==> src/rtl/dpwm_pkg.sv <==
package dpwm_pkg;
  localparam int BYTE_W = 8;
  localparam int HI_W   = 4;
  localparam int WIDE_W = BYTE_W + HI_W;
  localparam int NARROW_LAST = (1 << BYTE_W) - 2;
  localparam int WIDE_LAST   = (1 << WIDE_W) - 2;

  // last counter value of one period
  function automatic logic [WIDE_W-1:0] last_count(input logic wide);
    return wide ? WIDE_W'(WIDE_LAST) : WIDE_W'(NARROW_LAST);
  endfunction

  // 12-bit duty from a high nibble and a low byte
  function automatic logic [WIDE_W-1:0] duty_join(input logic [BYTE_W-1:0] hi,
                                                  input logic [BYTE_W-1:0] lo);
    return {hi[HI_W-1:0], lo};
  endfunction

  // output level for a counter value and a duty
  function automatic logic pwm_level(input logic [WIDE_W-1:0] cnt,
                                     input logic [WIDE_W-1:0] duty);
    return cnt < duty;
  endfunction
endpackage

==> src/rtl/dpwm_regs.sv <==
module dpwm_regs
  import dpwm_pkg::*;
#(
  parameter int NCH = 6,
  localparam int NPAIR = NCH / 2,
  localparam int AW = $clog2(NCH)
) (
  input  logic                         clk,
  input  logic                         rst_n,
  input  logic                         wr_en,
  input  logic [AW-1:0]                addr,
  input  logic [BYTE_W-1:0]            wdata,
  output logic [BYTE_W-1:0]            rdata,
  output logic [NCH-1:0][BYTE_W-1:0]   regs_o,
  output logic [NPAIR-1:0][WIDE_W-1:0] wide_o
);
  logic [NCH-1:0][BYTE_W-1:0]   regs_q;
  logic [NPAIR-1:0][WIDE_W-1:0] wide_q;
  logic                         addr_ok;
  logic [NPAIR-1:0]             hi_wr;

  assign addr_ok = int'(addr) < NCH;

  always_ff @(posedge clk or negedge rst_n) begin
    if (!rst_n) regs_q <= '0;
    else if (wr_en && addr_ok) regs_q[addr] <= wdata;
  end

  for (genvar p = 0; p < NPAIR; p++) begin : g_pair
    assign hi_wr[p] = wr_en && (addr == AW'(2 * p + 1));

    always_ff @(posedge clk or negedge rst_n) begin
      if (!rst_n) wide_q[p] <= '0;
      else if (hi_wr[p]) wide_q[p] <= duty_join(wdata, regs_q[2*p]);
    end

    // the pair value moves only on a write to its odd register
    a_r6_pair_hold: assert property (@(posedge clk) disable iff (!rst_n)
      !hi_wr[p] |=> $stable(wide_q[p]));
  end

  always_comb begin
    rdata = '0;
    if (addr_ok) rdata = regs_q[addr];
  end

  assign regs_o = regs_q;
  assign wide_o = wide_q;
endmodule

==> src/rtl/dpwm_counter.sv <==
module dpwm_counter
  import dpwm_pkg::*;
(
  input  logic              clk,
  input  logic              rst_n,
  input  logic              tick,
  input  logic              wide,
  output logic [WIDE_W-1:0] cnt_o,
  output logic              wrap_o
);
  logic [WIDE_W-1:0] cnt_q;
  logic              wrap;

  // >= lets a mode switch from a long period wrap at once
  assign wrap = tick && (cnt_q >= last_count(wide));

  always_ff @(posedge clk or negedge rst_n) begin
    if (!rst_n)    cnt_q <= '0;
    else if (wrap) cnt_q <= '0;
    else if (tick) cnt_q <= cnt_q + 1'b1;
  end

  assign cnt_o  = cnt_q;
  assign wrap_o = wrap;

  // no tick, no count
  a_r8_hold: assert property (@(posedge clk) disable iff (!rst_n)
    !tick |=> $stable(cnt_q));
  // wrap lands on zero
  a_r7_wrap_zero: assert property (@(posedge clk) disable iff (!rst_n)
    wrap |=> cnt_q == '0);
  // never beyond the wide last count
  a_r7_range: assert property (@(posedge clk) disable iff (!rst_n)
    cnt_q <= WIDE_W'(WIDE_LAST));
endmodule

==> src/rtl/dpwm_channel.sv <==
module dpwm_channel
  import dpwm_pkg::*;
(
  input  logic              clk,
  input  logic              rst_n,
  input  logic              wrap,
  input  logic [WIDE_W-1:0] next_duty,
  input  logic [WIDE_W-1:0] cnt,
  output logic              out
);
  logic [WIDE_W-1:0] active_q;

  always_ff @(posedge clk or negedge rst_n) begin
    if (!rst_n)    active_q <= '0;
    else if (wrap) active_q <= next_duty;
  end

  assign out = pwm_level(cnt, active_q);

  // applied duty changes only at a period wrap
  a_r7_apply_at_wrap: assert property (@(posedge clk) disable iff (!rst_n)
    !wrap |=> $stable(active_q));
endmodule

==> src/rtl/dualres_pwm.sv <==
module dualres_pwm
  import dpwm_pkg::*;
#(
  parameter int NCH = 6,
  localparam int NPAIR = NCH / 2,
  localparam int AW = $clog2(NCH)
) (
  input  logic              clk,
  input  logic              rst_n,
  input  logic              bus_wr,
  input  logic [AW-1:0]     bus_addr,
  input  logic [BYTE_W-1:0] bus_wdata,
  output logic [BYTE_W-1:0] bus_rdata,
  input  logic              wide_mode,
  input  logic              tick,
  output logic [NCH-1:0]    pwm_out
);
  logic [NCH-1:0][BYTE_W-1:0]   regs;
  logic [NPAIR-1:0][WIDE_W-1:0] wide_duty;
  logic [WIDE_W-1:0]            cnt;
  logic                         wrap;

  dpwm_regs #(.NCH(NCH)) regs_i (
    .clk(clk), .rst_n(rst_n), .wr_en(bus_wr), .addr(bus_addr),
    .wdata(bus_wdata), .rdata(bus_rdata), .regs_o(regs), .wide_o(wide_duty)
  );

  dpwm_counter cnt_i (
    .clk(clk), .rst_n(rst_n), .tick(tick), .wide(wide_mode),
    .cnt_o(cnt), .wrap_o(wrap)
  );

  for (genvar i = 0; i < NCH; i++) begin : g_ch
    logic [WIDE_W-1:0] next_duty;
    if (i < NPAIR) begin : g_paired
      assign next_duty = wide_mode ? wide_duty[i] : WIDE_W'(regs[i]);
    end else begin : g_narrow_only
      assign next_duty = wide_mode ? '0 : WIDE_W'(regs[i]);
    end

    dpwm_channel ch_i (
      .clk(clk), .rst_n(rst_n), .wrap(wrap), .next_duty(next_duty),
      .cnt(cnt), .out(pwm_out[i])
    );
  end
endmodule

==> config.mk <==
export PLATFORM = sky130hd
export DESIGN_NAME = dualres_pwm
export DESIGN_NICKNAME = d
export VERILOG_FILES = /design/src/rtl/dpwm_pkg.sv /design/src/rtl/dpwm_regs.sv /design/src/rtl/dpwm_counter.sv /design/src/rtl/dpwm_channel.sv /design/src/rtl/dualres_pwm.sv
export SDC_FILE = /design/constraint.sdc
export NUM_CORES = 1
export LEC_CHECK = 0
export ABC_AREA = 1
export CAP_MARGIN = 20
export CORE_MARGIN = 1
export CORE_UTILIZATION = 59
export CTS_CLUSTER_SIZE = 10
export DETAILED_ROUTE_END_ITERATION = 6
export GPL_TIMING_DRIVEN = 0
export PLACE_DENSITY_LB_ADDON = 0.25
export SYNTH_ARGS = -nofsm -noshare
export SYNTH_HDL_FRONTEND = slang
export SYNTH_SLANG_ARGS = --single-unit
==> constraint.sdc <==
create_clock -name clk -period 5.3 [get_ports clk]
set_clock_uncertainty 0.1 [all_clocks]
set_input_delay 0.53 -clock clk [delete_from_list [all_inputs] [get_ports clk]]
set_output_delay 0.53 -clock clk [all_outputs]
set_load 0.01 [all_outputs]
==> flow_summary.yaml <==
status:
  status: "completed"
cells_and_area:
  final_area_um2: 9570
  final_common_cell: "nand2_1"
  syn_to_final_growth_pct: 13.0
  stdcell_count: 1319
  nNetsFinal: 1203
  drive_above_1_share: 0.0685
  antenna_cells: 0
  utilization: 0.687
  final_cell_mix: "nand2_1, dfrtp_1, inv_1"
sta:
  finalCriticalPeriod_ps: 3280
  max_freq_mhz: 305
  hold_violations: 0
  whs_ps: 77.3
  slew_headroom: 0.445
  setup_viol: 0
  fin_ws_ps: 2020
  min_period_over_period: 0.618
  drv_slew: 0
  worst_slew_pin_slew_ps: 833
  rsz0062_at_grt: "no"
clock_network:
  clk_path_buf_depth: 2
  clock_sinks: 156
  clock_latency_ps: 420
  ctsResizeCount: 0
  post-cts-setup-buffers: 0
  cts_tree: "built"
  clk_pin_slew_ps: 60
  cts_buffers: 17
  cts_root_buffer: "clkbuf_16"
  htreeDepth: 4
  holdBufCountCts: 0
die:
  rows: 43
  die_h_um: 122
  core-area_um2: 13900
  pin_count: 30
  die_w_um: 122
  die_area_um2: 14800
  start_util: 0.608
yosys:
  yosys_register_bits: 156
  syn_area_um2: 8470
  synth_largest_area_cell: "dfrtp_1"
  ys_top_cells_by_area: "dfrtp_1, nand2_1, ha_1"
  yosysSeqAreaShare: 0.461
  synth.avg_cell_area_um2: 7.85
  synth_fp_nets: 1155
  synth_cells: 1079
  yosysTopAreaCellShare: 0.461
  yosysWarnings: 0
  yosysUniqueCellTypes: 30
worst_setup_path:
  required_ps: 4670
  arrival_ps: 2650
  end_kind: "primary output"
  crit_fanout: 9
  start_kind: "register"
  crit_type: "reg -> out"
power:
  internal_power_mw: 2.90
  switching_share: 0.366
  seqPwrFrac: 0.400
  p_leak_nw: 4.96
  power_switching_mw: 1.67
  p_clk_frac: 0.258
  ir_drop_v: 0.000299
  power_frac_comb: 0.341
  powerDensity_nw_per_um2: 477
routing:
  first_iter_violations: 653
  wl_um: 22000
  route.detailed.drc: 0
  ant_nets: 0
  num_vias: 7267
  vias_per_cell: 5.51
  wl_per_cell_um: 16.7
  drtPass1Iterations: 6
global_routing:
  grt_usage: 0.321
  antenna_found_initial: 0
  grt_max_degree: 91
  grt_pass1_vias: 6852
  grt_pass1_wl_um: 35600
  grt.overflow.total: 0
job:
  maxCapViolCount: 0
placement:
  dpl_cell_area_um2: 9000
  detailed_place_hpwl_um: 16300
  gp_congestion: 1.04
  place_ws_ps: 2220
  portBuffers: 28
  dp_cells: 1288
hold_path:
  min_path_type: "in -> async"
-- synth_stat cells, drive strengths merged --
master and instances:
nand3 59, clkbuf 18, o22ai 1, ha 60, xnor2 1, dfrtp 156
nand2 349, o21ai 119, o21a 3, o2111ai 3, xor2 5, a21oi 45
nand3b 12, nor3 7, nor2 55, nand4 9, buf 31, o211ai 3
inv 141, a21o 2
-- critical path, cell delays in order (launching register included) --
cell	delay [ps]
dfrtp_1	680
ha_1	340
a21oi_1	200
nand2_1	120
nand2_1	80
nand2_1	50
a21oi_1	120
buf_4	120
clkdlybuf4s50_1	510
-- routing by layer --
layer,track usage,vias up,part of all wire
li1,-,3538,-
met1,0.430,3367,0.44
met2,0.508,303,0.46
met3,0.0585,59,0.060
met4,0.149,0,0.041
met5,0,-,0
-- registers in the layout, summed over array words and instances, names as in the netlist --
name                count
regs_i.regs_o          48
g_ch.ch_i.active_q     60
regs_i.wide_o          36
cnt_i.cnt_o            12
-- kinds of logic (layout without fill, tap and decap cells) --
kind of cell / count (synthesis) / in the layout / synth area share
compound gates: 176 / 176 / 0.108
xor+xnor: 6 / 6 / 0.00620
fa+ha+maj: 60 / 60 / 0.0886
buf+inv: 190 / 250 / 0.0951
flops: 156 / 156 / 0.461
simple gates: 491 / 491 / 0.241
-- per-stage QoR --
stage | power [mW] | TNS [ps]
after floorplan | 2.82 | 0
after global placement | 3.29 | -409060
after detailed placement | 3.37 | 0
after CTS | 4.57 | 0
after global routing | 4.90 | 0
final | 4.57 | 0
-- power groups by stage --
stage          sequential [mW]  clock, mW  combinational (mW)
2_1_floorplan             1.74          0                1.08
3_5_place_dp              1.84          0                1.53
4_1_cts                   1.82       1.19                1.56
6_report                  1.83       1.18                1.56
5_1_grt                   1.87       1.24                1.79
3_3_place_gp              1.83          0                1.46
-- cell type report --
type / count / area (um^2)
buffer: 49 / 277
clock buffer: 18 / 439
clock inverter: 13 / 131
fill: 1188 / 4360
inverter: 141 / 529
multi-input combinational: 733 / 3760
sequential: 156 / 3900
tap: 180 / 225
timing repair buffer: 29 / 309
-- final timing paths --
kind | slack (ps) | to | from | cells after the start
setup / recovery | 2020 | pwm_out[1] | cnt_i.cnt_o[7]$_DFFE_PN0P_ | 8
hold reg to reg | 370 | g_ch[0].ch_i.active_q[2]$_DFFE_PN0P_ | g_ch[0].ch_i.active_q[2]$_DFFE_PN0P_ | 2
min in group clk | 370 | g_ch[0].ch_i.active_q[2]$_DFFE_PN0P_ | g_ch[0].ch_i.active_q[2]$_DFFE_PN0P_ | 2
setup reg to reg | 3200 | g_ch[0].ch_i.active_q[7]$_DFFE_PN0P_ | cnt_i.cnt_o[9]$_DFFE_PN0P_ | 9
max in group asynchronous | 4220 | regs_i.regs_o[29]$_DFFE_PN0P_ | rst_n | 2
hold / removal | 80 | g_ch[4].ch_i.active_q[4]$_DFFE_PN0P_ | rst_n | 1
(Power assumes the default switching activity.)
